--- src/rtl/mmu_xlate_pkg.sv ---
package mmu_xlate_pkg;

   typedef enum logic [1:0] {
      ACC_LOAD  = 2'd0,
      ACC_STORE = 2'd1,
      ACC_FETCH = 2'd2,
      ACC_RSVD  = 2'd3
   } acc_kind_e;

   typedef enum logic [1:0] {
      EXC_NONE = 2'd0,
      EXC_MODE = 2'd1,
      EXC_MISS = 2'd2,
      EXC_PERM = 2'd3
   } exc_code_e;

   typedef enum logic [1:0] {
      RG_USER    = 2'd0,
      RG_KMAPPED = 2'd1,
      RG_KDIRECT = 2'd2,
      RG_IODIRECT = 2'd3
   } region_e;

   typedef struct packed {
      logic rd;
      logic wr;
      logic ex;
      logic cache;
   } page_attr_t;

   typedef struct packed {
      region_e kind;
      logic    bypass;
      logic    user_ok;
      logic    fixed_cache;
   } region_info_t;

endpackage

--- src/rtl/mmu_region_decode.sv ---
module mmu_region_decode
   import mmu_xlate_pkg::*;
(
   input  logic [2:0]   top_bits,
   output region_info_t info
);

   always_comb begin
      info = '0;
      unique casez (top_bits)
         3'b0??: begin
            info.kind        = RG_USER;
            info.bypass      = 1'b0;
            info.user_ok     = 1'b1;
            info.fixed_cache = 1'b0;
         end
         3'b10?: begin
            info.kind        = RG_KMAPPED;
            info.bypass      = 1'b0;
            info.user_ok     = 1'b0;
            info.fixed_cache = 1'b0;
         end
         3'b110: begin
            info.kind        = RG_KDIRECT;
            info.bypass      = 1'b1;
            info.user_ok     = 1'b0;
            info.fixed_cache = 1'b1;
         end
         default: begin
            info.kind        = RG_IODIRECT;
            info.bypass      = 1'b1;
            info.user_ok     = 1'b0;
            info.fixed_cache = 1'b0;
         end
      endcase
   end

endmodule

--- src/rtl/mmu_tlb_cam.sv ---
module mmu_tlb_cam
   import mmu_xlate_pkg::*;
#(
   parameter int ENTRIES = 16,
   parameter int PID_W   = 8,
   parameter int VPN_W   = 20,
   parameter int PFN_W   = 20,
   localparam int IDX_W  = $clog2(ENTRIES)
) (
   input  logic             clk,
   input  logic             rst_n,
   input  logic             wr_en,
   input  logic [IDX_W-1:0] wr_idx,
   input  logic             wr_valid,
   input  logic [PID_W-1:0] wr_pid,
   input  logic [VPN_W-1:0] wr_vpn,
   input  logic [PFN_W-1:0] wr_pfn,
   input  page_attr_t       wr_attr,
   input  logic [PID_W-1:0] lk_pid,
   input  logic [VPN_W-1:0] lk_vpn,
   output logic             lk_hit,
   output logic [PFN_W-1:0] lk_pfn,
   output page_attr_t       lk_attr
);

   logic [ENTRIES-1:0] ent_valid;
   logic [PID_W-1:0]   ent_pid  [ENTRIES];
   logic [VPN_W-1:0]   ent_vpn  [ENTRIES];
   logic [PFN_W-1:0]   ent_pfn  [ENTRIES];
   page_attr_t         ent_attr [ENTRIES];
   logic [ENTRIES-1:0] match;
   logic [IDX_W-1:0]   sel;

   for (genvar g = 0; g < ENTRIES; g++) begin : g_entry
      always_ff @(posedge clk or negedge rst_n) begin
         if (!rst_n) begin
            ent_valid[g] <= 1'b0;
         end else if (wr_en && (wr_idx == IDX_W'(g))) begin
            ent_valid[g] <= wr_valid;
         end
      end

      always_ff @(posedge clk) begin
         if (wr_en && (wr_idx == IDX_W'(g))) begin
            ent_pid[g]  <= wr_pid;
            ent_vpn[g]  <= wr_vpn;
            ent_pfn[g]  <= wr_pfn;
            ent_attr[g] <= wr_attr;
         end
      end

      assign match[g] = ent_valid[g] && (ent_pid[g] == lk_pid) && (ent_vpn[g] == lk_vpn);
   end

   always_comb begin
      sel = '0;
      for (int i = ENTRIES - 1; i >= 0; i--) begin
         if (match[i]) sel = IDX_W'(i);
      end
   end

   assign lk_hit  = |match;
   assign lk_pfn  = ent_pfn[sel];
   assign lk_attr = ent_attr[sel];

endmodule

--- src/rtl/mmu_access_check.sv ---
module mmu_access_check
   import mmu_xlate_pkg::*;
(
   input  region_info_t rinfo,
   input  logic         user,
   input  logic [1:0]   kind,
   input  logic         hit,
   input  page_attr_t   attr,
   output exc_code_e    exc,
   output logic         cacheable
);

   logic allowed;

   always_comb begin
      unique case (acc_kind_e'(kind))
         ACC_LOAD:  allowed = attr.rd;
         ACC_STORE: allowed = attr.wr;
         default:   allowed = attr.ex;
      endcase
   end

   always_comb begin
      if (user && !rinfo.user_ok)         exc = EXC_MODE;
      else if (!rinfo.bypass && !hit)     exc = EXC_MISS;
      else if (!rinfo.bypass && !allowed) exc = EXC_PERM;
      else                                exc = EXC_NONE;
   end

   assign cacheable = (exc == EXC_NONE) &&
                      (rinfo.bypass ? rinfo.fixed_cache : attr.cache);

endmodule

--- src/rtl/mmu_region_xlate.sv ---
module mmu_region_xlate
   import mmu_xlate_pkg::*;
#(
   parameter int VA_W      = 32,
   parameter int PA_W      = 32,
   parameter int PAGE_BITS = 12,
   parameter int PID_W     = 8,
   parameter int ENTRIES   = 16,
   localparam int VPN_W    = VA_W - PAGE_BITS,
   localparam int PFN_W    = PA_W - PAGE_BITS,
   localparam int IDX_W    = $clog2(ENTRIES),
   localparam int DIRECT_W = VA_W - 3
) (
   input  logic             clk,
   input  logic             rst_n,
   input  logic             req_valid,
   input  logic [VA_W-1:0]  req_vaddr,
   input  logic [1:0]       req_kind,
   input  logic             req_user,
   input  logic [PID_W-1:0] req_pid,
   input  logic             wr_en,
   input  logic [IDX_W-1:0] wr_idx,
   input  logic             wr_valid,
   input  logic [PID_W-1:0] wr_pid,
   input  logic [VPN_W-1:0] wr_vpn,
   input  logic [PFN_W-1:0] wr_pfn,
   input  logic             wr_rd,
   input  logic             wr_wr,
   input  logic             wr_ex,
   input  logic             wr_cache,
   output logic             rsp_valid,
   output logic [PA_W-1:0]  rsp_paddr,
   output logic             rsp_cacheable,
   output logic [1:0]       rsp_exc
);

   if (VA_W < 16 || PA_W < 16) begin : g_bad_width
      $error("address widths must be at least 16 bits");
   end
   if (PAGE_BITS < 1 || PAGE_BITS >= DIRECT_W) begin : g_bad_page
      $error("page offset must be narrower than the direct-mapped field");
   end
   if (PA_W < DIRECT_W) begin : g_bad_direct
      $error("physical space too narrow for direct-mapped regions");
   end
   if (ENTRIES < 2 || (1 << IDX_W) != ENTRIES) begin : g_bad_depth
      $error("table depth must be a power of two, at least 2");
   end

   region_info_t     rinfo;
   logic             hit;
   logic [PFN_W-1:0] pfn;
   page_attr_t       attr;
   page_attr_t       wr_attr;
   exc_code_e        exc;
   logic             cache_nx;
   logic [PA_W-1:0]  pa_nx;

   assign wr_attr = '{rd: wr_rd, wr: wr_wr, ex: wr_ex, cache: wr_cache};

   mmu_region_decode u_decode (
      .top_bits (req_vaddr[VA_W-1 -: 3]),
      .info     (rinfo)
   );

   mmu_tlb_cam #(
      .ENTRIES (ENTRIES),
      .PID_W   (PID_W),
      .VPN_W   (VPN_W),
      .PFN_W   (PFN_W)
   ) u_cam (
      .clk      (clk),
      .rst_n    (rst_n),
      .wr_en    (wr_en),
      .wr_idx   (wr_idx),
      .wr_valid (wr_valid),
      .wr_pid   (wr_pid),
      .wr_vpn   (wr_vpn),
      .wr_pfn   (wr_pfn),
      .wr_attr  (wr_attr),
      .lk_pid   (req_pid),
      .lk_vpn   (req_vaddr[VA_W-1:PAGE_BITS]),
      .lk_hit   (hit),
      .lk_pfn   (pfn),
      .lk_attr  (attr)
   );

   mmu_access_check u_check (
      .rinfo     (rinfo),
      .user      (req_user),
      .kind      (req_kind),
      .hit       (hit),
      .attr      (attr),
      .exc       (exc),
      .cacheable (cache_nx)
   );

   always_comb begin
      if (exc != EXC_NONE)   pa_nx = '0;
      else if (rinfo.bypass) pa_nx = {{(PA_W-DIRECT_W){1'b0}}, req_vaddr[DIRECT_W-1:0]};
      else                   pa_nx = {pfn, req_vaddr[PAGE_BITS-1:0]};
   end

   always_ff @(posedge clk or negedge rst_n) begin
      if (!rst_n) begin
         rsp_valid     <= 1'b0;
         rsp_paddr     <= '0;
         rsp_cacheable <= 1'b0;
         rsp_exc       <= EXC_NONE;
      end else begin
         rsp_valid     <= req_valid;
         rsp_paddr     <= req_valid ? pa_nx : '0;
         rsp_cacheable <= req_valid && cache_nx;
         rsp_exc       <= req_valid ? exc : EXC_NONE;
      end
   end

endmodule

--- config.mk ---
export PLATFORM = sky130hd
export DESIGN_NAME = mmu_region_xlate
export DESIGN_NICKNAME = d
export VERILOG_FILES = /design/src/rtl/mmu_xlate_pkg.sv /design/src/rtl/mmu_region_decode.sv /design/src/rtl/mmu_tlb_cam.sv /design/src/rtl/mmu_access_check.sv /design/src/rtl/mmu_region_xlate.sv
export SDC_FILE = /design/constraint.sdc
export NUM_CORES = 1
export LEC_CHECK = 0
export BUFFER_PORTS_ARGS = -buffer_cell sky130_fd_sc_hd__buf_2
export CAP_MARGIN = 20
export CORE_MARGIN = 2
export CORE_UTILIZATION = 65
export CTS_CLUSTER_SIZE = 24
export DETAILED_ROUTE_END_ITERATION = 8
export PLACE_DENSITY = 0.83
export SYNTH_ARGS = -nofsm -noshare
export SYNTH_HDL_FRONTEND = slang
export SYNTH_SLANG_ARGS = --single-unit
--- constraint.sdc ---
create_clock -name clk -period 5.5 [get_ports clk]
set_input_delay 0.275 -clock clk [delete_from_list [all_inputs] [get_ports clk]]
set_output_delay 0.275 -clock clk [all_outputs]
set_load 0.02 [all_outputs]
; Word level (Yosys, flattened, before mapping)
; Memories as Yosys holds them, arrays and structs flattened.
; Cells that the tools add are included.
[word_totals]
register_bits = 52
ram_bits = 832
in_bits = 104
n_memories = 4
[mem_list]
columns = memory, words, width, read_ports, rd_ports_with_merged_regs, wr, line
row1 = u_cam.ent_pfn, 16, 20, 1, 0, 1, mmu_tlb_cam.sv:29  ; logic [PFN_W-1:0] ent_pfn [ENTRIES];
row2 = u_cam.ent_vpn, 16, 20, 16, 0, 1, mmu_tlb_cam.sv:28  ; logic [VPN_W-1:0] ent_vpn [ENTRIES];
row3 = u_cam.ent_pid, 16, 8, 16, 0, 1, mmu_tlb_cam.sv:27  ; logic [PID_W-1:0] ent_pid [ENTRIES];
row4 = u_cam.ent_attr, 16, 4, 1, 0, 1, mmu_tlb_cam.sv:30  ; page_attr_t ent_attr [ENTRIES];
[op_classes]
eq_ne = 50
n_mux = 238
n_bitwise = 1
n_reduce_logical = 122
[ops]
columns = operator, n
row1 = $mux W20, 30
row2 = $reduce_or A20 Y1, 30
row3 = $mux W4, 91
row4 = $eq A20 B20 Y1, 16
row5 = $eq A8 B8 Y1, 16
row6 = $mux W8, 15
row7 = $reduce_or A8 Y1, 15
row8 = $mux W32, 3
row9 = $mux W1, 93
row10 = $reduce_or A4 Y1, 15
row11 = $logic_and A1 B1 Y1, 53
row12 = $eq A4 B4 Y1 const B, 8
row13 = $eq A4 B3 Y1 const B, 4
row14 = $reduce_or A16 Y1, 1
row15 = $pmux W3 S3, 1
row16 = $eq A4 B2 Y1 const B, 2
row17 = $mux W2, 4
row18 = $eq A4 B1 Y1 const B, 1
row19 = $logic_not A1 Y1, 4
row20 = $logic_not A2 Y1, 2
row21 = $logic_not A4 Y1, 1
row22 = $eq A3 B3 Y1 const B, 1
row23 = $eq A2 B1 Y1 const B, 1
row24 = $eq A2 B2 Y1 const B, 1
row25 = 3 further kinds, 3

; Logic depth before layout (Yosys ltp)
; Gate-level depths: netlist (run 1).
; An unclocked memory read counts as a cell.
[depth]
depth_word = 30
depth_mapped = 20

; By module
; Synthesis (run 1) repeated with hierarchy kept, for this count alone.
[unflattened]
cells_unflattened = 2371
area_unflattened_um2 = 37455.9
[modules_own_cells]
columns = mod, n_inst, cells_per_inst, area_each_um2, seq_area_each_um2
row1 = mmu_tlb_cam, 1, 2259, 36014.5, 25384.3
row2 = mmu_region_xlate, 1, 96, 1330.0, 900.9
row3 = mmu_access_check, 1, 10, 73.8, 0.0
row4 = mmu_region_decode, 1, 6, 37.5, 0.0

; Worst setup path before layout (run 1)
; OpenSTA, ideal clock, no wires.
[synth_timing]
kind = in2reg
start = in wr_idx[1]
end = reg u_cam.ent_valid[0]
setup_time_ps = 83
arrival_ps = 5022
required_ps = 5417
path_slack_ps = 396
stages = 3
path_buffers = 0
path_cell_list = or3b_2 > nor3_1 > mux2_2
[synth_via]
elab_chain_len = 2
[synth_rtl]
columns = element, line
row1 = from (decl), mmu_region_xlate.sv:22  ; input logic [IDX_W-1:0] wr_idx,
row2 = $logic_not A4 Y1, mmu_tlb_cam.sv:38  ; end else if (wr_en && (wr_idx == IDX_W'(g))) begin
row3 = $logic_and A1 B1 Y1, mmu_tlb_cam.sv:38
row4 = "to (signal, indexed assignment)", mmu_tlb_cam.sv:39  ; ent_valid[g] <= wr_valid;
row5 = to (decl), mmu_tlb_cam.sv:26  ; logic [ENTRIES-1:0] ent_valid;
; No other way between the ends.
; A chain may end at the register's enable or synchronous reset.

; Worst setup path after layout (run 1)
[layout_timing]
start = in req_vaddr[23]
end = reg rsp_paddr[11]
[layout_via]
elab_chain_len = 28
word_cells_on_any_way = 61
cone_classes = 16 x eq/ne / 22 x mux / 22 x reduce/logical / 1 x memory
[layout_rtl]
columns = element, line
row1 = from (decl), mmu_region_xlate.sv:17  ; input logic [VA_W-1:0] req_vaddr,
row2 = $eq A20 B20 Y1, mmu_tlb_cam.sv:52  ; assign match[g] = ent_valid[g] && (ent_pid[g] == lk_pid) && (ent_vpn[g] == lk_vpn);
row3 = $logic_and A1 B1 Y1, mmu_tlb_cam.sv:52
row4 = $mux W4 (16 in a row), mmu_tlb_cam.sv:58  ; if (match[i]) sel = IDX_W'(i);
row5 = $mem_v2 Z16 W4, n/a
row6 = $pmux W1 S2, mmu_access_check.sv:16  ; unique case (acc_kind_e'(kind))
row7 = $logic_not A1 Y1, mmu_access_check.sv:26  ; else if (!rinfo.bypass && !allowed) exc = EXC_PERM;
row8 = $logic_and A1 B1 Y1, mmu_access_check.sv:26
row9 = $mux W2, mmu_access_check.sv:26
row10 = $mux W2 *, mmu_access_check.sv:25  ; else if (!rinfo.bypass && !hit) exc = EXC_MISS;
row11 = $mux W2 *, mmu_access_check.sv:24  ; if (user && !rinfo.user_ok) exc = EXC_MODE;
row12 = $reduce_bool A2 Y1 *, mmu_region_xlate.sv:99  ; if (exc != EXC_NONE) pa_nx = '0;
row13 = $mux W32 *, mmu_region_xlate.sv:99
row14 = $mux W32 *, mmu_region_xlate.sv:112  ; rsp_paddr <= req_valid ? pa_nx : '0;
row15 = to (signal assigned), mmu_region_xlate.sv:112
row16 = to (decl), mmu_region_xlate.sv:32  ; output logic [PA_W-1:0] rsp_paddr,
; Mark *: on every way between the ends. The rest lies on a longest branch, timed or not.

==> impl_results.md, run 1 <==
- Crit. End Element: flop
- CTS Sinks: 884
- Min-Delay Path Class: primary input to flop
- RR Endpoint: rsp_paddr[11]
- First-pass GRT wire length: 141000 µm
- Highest clock rate: 212 MHz
- Adder-Cell Fraction of Synth Area: 0%
- Primary FF master, synth: edfxtp_1
- Worst-skew pair later-pin latency: between 0.6 and 0.7 ns
- Resized cells post-CTS: 0
- Via density per instance: 6.61
- Routed Antenna Nets: 0
- Finish-stage setup viols: 0
- Filler cells: approximately 3000
- Die area: 57400 µm²
- Detailed Routing Iterations Pass 1: 6
- Maximum capacitance violations: 0
- Static leakage: 13.7 nW
- Post-Synth XOR/XNOR Area: a little over a tenth
- Vias in the first global route: 21600
- Mapped cell area: about 36000 µm²
- Cell variety after synth: 67
- Hold path start: wr_pfn[10]
- Simple-Gate Fraction of Synth Area: 5.28%
- Total congestion overflow: 0
- Tcrit/Tclk final: 86.0%
- Final Util: 75.1%
- Via Count: roughly 22000
- Ys Warns: 0
- Commonest non-fill, non-tap cell in the layout: edfxtp_1
- Clk buf depth: 3
- Pin count of the biggest net entering global routing: between 90 and 100
- Die Ht: ~240 µm
- FF+latch count, synth: 884
- Layout cells sized above 1: 18.8%
- Final non-filler cell area: slightly above 40000 µm²
- 1st-iter DRT viols: 2784
- Layout Nets: approximately 2500
- Asr flop ratio synth: 5.88%
- EDFF count, synth: 832
- Pwr dens: 345 nW/µm²
- R2r worst-path depth: 16
- WP data required: 6.06 ns
- CTS buffer count: 85
- # DRC: 0
- Core ar.: around 55000 µm²
- Sequential share of the synthesized area: 72.8%
- I/O pin total: 140
- # port buffers: around 140
- Commonest cells after routing, fill and taps aside: edfxtp_1 (832), xnor2_1 (286), xor2_1 (155)
- Final Slew Violations: 0
- Setup_tns: 0 ns
- Hold WS: 0.0137 ns
- CP startpoint kind: primary input
- Placed Area: ~38000 µm²
- Clock Tree Root: clkbuf_16
- Worst Skew: around 0.024 ns
- Gp weighted congestion: 0.888
- Final min period: around 4.7 ns
- Status: complete, no violations
- Clock transition at path regs: 0.06 ns
- Hold Fails Final Rpt: 0
- Rel. slew slack: 28.6%
- Place WS: -0.0442 ns
- Hold depth: 1
- CTS tree: done
- R2R Path Start: u_cam.ent_vpn[1][90]
- Antenna violations before repair: 3
- Post-Syn Nets: 2289
- Post-synthesis compound-gate area fraction: just under 4%
- Mapped Avg Cell Area: 16.5 µm²
- Initial Util: 65.6%
- Hold Path End: u_cam.ent_pfn[7][10]
- R2r setup slk: between 0.7 and 0.8 ns
- Detailed placement HPWL: approximately 58000 µm
- Clock H-tree levels: 3
- Main combinational cell family by area after synthesis: XOR/XNOR gates
- RSZ-0062 raised after global routing: false
- Worst slew pin tran: 1.07 ns
- WL/cell: 30.4 µm
- Peak supply drop: 0.289 mV
- GRT Util Overall: 34.9%
- Worst-path maximum fanout: 13
- Site Rows: 86
- Crit Path Class: primary input to flop
- Mux cell area share after synthesis: 5.39%
- Mapped Cells: 2185
- Worst EP arrival: 5.29 ns
- Synth-to-layout area growth: 14.3%
- Die width: 240 µm
- Setup WS post-layout: 0.773 ns
- Total Wirelength: 99100 µm
[flip-flops by register name, summed over array words and instances, names as in the netlist]
register / cells
rsp_exc: 2
rsp_paddr: 32
u_cam.ent_valid: 16
u_cam.ent_vpn: 320
rsp_valid: 1
u_cam.ent_pfn: 320
u_cam.ent_pid: 128
rsp_cacheable: 1
u_cam.ent_attr: 64
[how the worst max path moves through the flow]
stage / end / from / cells after the start
final: rsp_paddr[11] / req_vaddr[23] / 18
after global routing: rsp_paddr[8] / u_cam.ent_pid[1][36] / 17
after CTS: rsp_paddr[4] / req_vaddr[23] / 17
after detailed placement: rsp_paddr[4] / req_vaddr[23] / 17
after global placement: rsp_paddr[5] / req_vaddr[23] / 17
after floorplan: u_cam.ent_valid[0] / wr_idx[1] / 3
[layout make-up]
type,instances,area [µm²],area share [%]
diodes,4,10.0,0.0243
clock inverters,38,414,1.00
well taps,748,936,2.27
flip-flops and latches,884,26300,63.7
multi-input cells,1176,9290,22.5
repair buffers,283,1930,4.68
clock buffers,119,2370,5.74
inverters,9,33.8,0.0819
[synthesized netlist by cell type (5+ instances only)]
library cell | count | area [µm²]
edfxtp_1 | 832 | 25000
xnor2_1 | 286 | 2500
xor2_1 | 155 | 1360
mux2i_1 | 127 | 1270
nand4_1 | 79 | 494
buf_2 | 60 | 300
nor4_1 | 58 | 363
mux2_2 | 57 | 642
a21oi_1 | 56 | 280
dfrtp_1 | 52 | 1300
nor2_1 | 50 | 188
nand2_1 | 46 | 173
a211oi_1 | 41 | 308
clkbuf_1 | 34 | 128
and3_1 | 33 | 206
o21ai_0 | 33 | 165
and2_1 | 21 | 131
a22oi_1 | 20 | 150
a221oi_1 | 18 | 158
nor3_1 | 15 | 75.1
nand3_1 | 12 | 60.1
buf_6 | 10 | 113
inv_1 | 9 | 33.8
a221o_1 | 8 | 80.1
buf_4 | 8 | 60.1
nand2b_1 | 7 | 43.8
and2_0 | 5 | 31.3
[cell families after synthesis]
group	count (synthesis)
XOR/XNOR	441
multiplexers	186
flip-flops	884
AND/OR/NAND/NOR	342
AO/OA/AOI/OAI	207
buffers and inverters	125
[metal layers]
| metal | global-route usage [%] | up-vias | wire length (µm) | share of wire [%] |
|---|---|---|---|---|
| met5 | 0 | - | 12 | 0.012 |
| met4 | 15.8 | 2 | 4170 | 4.2 |
| met3 | 7.71 | 263 | 12800 | 13 |
| met2 | 55.6 | 1700 | 47000 | 47 |
| met1 | 46.7 | 10800 | 35100 | 35 |
| li1 | - | 8817 | - | - |
[critical path, cell delays in order]
cell and delay, ns:
buf_2 0.57, buf_4 0.28, xnor2_1 0.14, nand4_1 0.12, nor4_1 0.82, buf_4 0.24
and2_1 0.19, nor4_1 0.10, o41ai_4 0.54, buf_6 0.26, mux2i_1 0.09, a22oi_1 0.23
a211oi_1 0.13, a31o_1 0.24, a311o_1 0.37, a21boi_4 0.25, buf_4 0.23, and3_1 0.19
[per-stage QoR]
stage | cells | power, mW
detailed placement | 3072 | 8.47
global route | 3258 | 14.5
CTS | 3254 | 14.2
floorplan | 2185 | 8.10
global placement | 3072 | 8.44
finish | 3261 | 14.2
[where the power goes]
group,total (mW),switching (mW),internal [mW]
combinational,0.789,0.530,0.259
sequential,7.59,0.0625,7.53
clock,5.84,2.45,3.39
[repair_timing]
item	CTS	global route
hold buffers	25	0
hold endpoints to repair	196	0
buffers inserted	0	0
(Power assumes the default switching activity.)
==> run 2: changes to the inputs <==
--- a/config.mk
+++ b/config.mk
@@ -14,4 +14,5 @@
 export PLACE_DENSITY = 0.83
 export SYNTH_ARGS = -nofsm -noshare
 export SYNTH_HDL_FRONTEND = slang
+export SYNTH_HIERARCHICAL = 1
 export SYNTH_SLANG_ARGS = --single-unit
==> impl_results.md, run 2 <==
- Clk buf depth: 3 (unchanged)
- CTS buffer count: 86 (+1.2%)
- Routed Antenna Nets: 0 (unchanged)
- Layout cells sized above 1: 17.4% (-1.3 points)
- Pwr dens: 331 nW/µm² (-3.9%)
- Gp weighted congestion: 1.00 (+13%)
- Most common cell on crit path: nand4_1
- Final Slew Violations: 0 (unchanged)
- CTS tree: done
- Ys Warns: 6 (+6)
- WP data required: 6.08 ns (+0.02 ns)
- Via Count: 24100 (+12%)
- Via density per instance: 6.95 (+5.2%)
- Min-Delay Path Class: primary input to flop
- Detailed placement HPWL: 66600 µm (+15%)
- Status: complete, no violations
- Critical-path top delay cell: a31oi_1
- Mapped Cells: 2369 (+8.4%)
- Sequential share of power: 54.0% (+0.6 points)
- Mapped cell area: 37400 µm² (+3.7%)
- CTS Sinks: 884 (unchanged)
- Filler cells: 3306 (+9.8%)
- Setup_tns: 0 ns (unchanged)
- Total congestion overflow: 0 (unchanged)
- Die area: 59500 µm² (+3.7%)
- # DRC: 0 (unchanged)
- Worst-skew pair later-pin latency: 0.67 ns (+0.03 ns)
- Die Ht: 244 µm (+1.8%)
- Tcrit/Tclk final: 95.6% (+9.7 points)
- Sw frac: 23.1% (+1.7 points)
- Mapped Avg Cell Area: 15.8 µm² (-4.3%)
- Initial Util: 66.0% (+0.37 points)
- Clk network pwr share: 39.3% (-1.8 points)
- Final min period: 5.26 ns (+0.533 ns)
- Post-Syn Nets: 2473 (+8.0%)
- Clock transition at path regs: 0.07 ns (about the same)
- Hold Fails Final Rpt: 0 (unchanged)
- Highest clock rate: 190 MHz (-10%)
- Worst EP arrival: 5.84 ns (+0.55 ns)
- Worst-path maximum fanout: 12 (-1)
- Clock H-tree levels: 3 (unchanged)
- Peak supply drop: 0.558 mV (+93%)
- GRT Util Overall: 38.0% (+3.1 points)
- Final Util: 75.0% (-0.096 points)
- Worst slew pin tran: 1.16 ns (+0.0909 ns)
- Biggest regs: u_cam/ent_pfn x320, u_cam/ent_vpn x320, u_cam/ent_pid x128
- Finish-stage setup viols: 0 (unchanged)
- Clock Tree Root: clkbuf_16
- 1st-iter DRT viols: 3696 (+33%)
- Vias in the first global route: 24500 (+13%)
- WL/cell: 32.5 µm (+6.9%)
- Commonest non-fill, non-tap cell in the layout: edfxtp_1
- Power Internal: 10.8 mW (-3.2%)
- Maximum capacitance violations: 0 (unchanged)
- Detailed Routing Iterations Pass 1: 6 (unchanged)
- Worst Skew: 0.0254 ns (+0.00165 ns)
- Rel. slew slack: 22.5% (-6.1 points)
- Commonest cells after routing, fill and taps aside: edfxtp_1 (832), xnor2_1 (351), nand4_1 (164)
- Static leakage: 14.0 nW (+2.1%)
- RSZ-0062 raised after global routing: false
- First-pass GRT wire length: 160000 µm (+13%)
- Net switching power: 3.25 mW (+6.8%)
- CP startpoint kind: flop
- Crit Path Class: flop to flop
- Delay of the slowest cell on the worst path: 0.89 ns (+0.07 ns)
- Crit path cell chain: xnor2_1 -> nand4_1 -> nor4_1 -> nand4_1 -> a31oi_1 -> or2_2 -> and3_1 -> a211oi_1 -> a2111o_1 -> o31ai_2 -> mux2_1 -> mux2_2 -> o21ai_0 -> buf_4 -> nor3b_2 -> and2_1
- Site Rows: 87 (+1.2%)
- I/O pin total: 140 (unchanged)
- Total Wirelength: 112000 µm (+13%)
- # port buffers: 139 (unchanged)
- Gate power share: 6.7% (+1.2 points)
- Die width: 244 µm (+1.8%)
- Synth-to-layout area growth: 13.5%
- Antenna violations before repair: 5 (+2)
- Crit. End Element: flop
- Core ar.: 56700 µm² (+3.1%)
- Hold WS: 0.0156 ns (+0.00195 ns)
- Layout Nets: 2738 (+7.7%)
- Pin count of the biggest net entering global routing: 54 (-42%)
-- run 2: cell types whose count changed in the layout (fill, tap and decap cells not counted), sizes merged, moves of 18 or more --
cell,before,now
mux2,58,18
a22oi,20,0
nand4,79,164
nand2,46,64
nor3b,1,19
o22ai,1,49
and2,26,47
xnor2,286,359
xor2,155,83
o21ai,34,4
a2111o,2,23
a21oi,56,4
o31ai,1,23
nor4,59,114
-- run 2: worst max-delay path, delay by kind of cell (launching register included) --
family | cells | cell delay, ns
AO/OA/AOI/OAI | 5 | 1.68
XOR/XNOR | 1 | 0.20
buffers and inverters | 1 | 0.18
flip-flops | 1 | 0.42
multiplexers | 2 | 0.42
AND/OR/NAND/NOR | 7 | 2.30
-- run 2: final timing paths --
check	start	to	slack (ns)	cells past startpoint
min in group asynchronous	rst_n	u_cam/ent_valid[6]	0.40	3
setup reg to reg	u_cam/ent_pid[1][20]	rsp_paddr[0]	0.24	16
max in group asynchronous	rst_n	u_cam/ent_valid[3]	4.51	3
hold reg to reg	u_cam/ent_valid[6]	u_cam/ent_valid[6]	0.54	1
hold / removal	wr_pfn[9]	u_cam/ent_pfn[12][9]	0.02	1
setup / recovery	u_cam/ent_pid[1][20]	rsp_paddr[0]	0.24	16
-- run 2: routing by layer --
layer  vias up  track usage [%]  wire (µm)
li1       9664                -          -
met5         -                0         24
met4         4             27.4       9590
met1     11700             46.9      36600
met2      2082             59.6      52000
met3       572             8.82      14200
-- run 2: stage by stage --
step | cells | setup slack (ns) | instance area [µm²] | power [mW]
detailed placement | 3265 | 0.0857 | 39500 | 8.62
global route | 3457 | 0.173 | 42500 | 14.4
global placement | 3264 | 0.296 | 39500 | 8.58
finish | 3460 | 0.240 | 42500 | 14.1
floorplan | 2369 | 0.395 | 37400 | 8.19
CTS | 3456 | 0.499 | 42500 | 14.0
-- run 2: what timing repair did --
action,CTS,global route
hold endpoints to repair,390,0
gates resized for setup,0,0
setup buffers,0,0
hold buffers,36,0
-- run 2: layout make-up --
type	count	area [µm²]	share of cell area [%]
inverter	10	37.5	0.0883
clock buffer	122	2340	5.50
tap	756	946	2.23
multi-input combinational	1353	10500	24.8
clock inverter	33	263	0.618
antenna	3	7.51	0.0177
timing repair buffer	299	2110	4.96
sequential	884	26300	61.8
-- run 2: power groups by stage --
| stage | sequential [mW] | clock, mW | combinational (mW) |
|---|---|---|---|
| after CTS | 7.60 | 5.53 | 0.906 |
| after global placement | 7.73 | 0 | 0.848 |
| after floorplan | 7.74 | 0 | 0.453 |
| after global routing | 7.61 | 5.81 | 0.964 |
| after detailed placement | 7.74 | 0 | 0.877 |
| final | 7.60 | 5.53 | 0.938 |
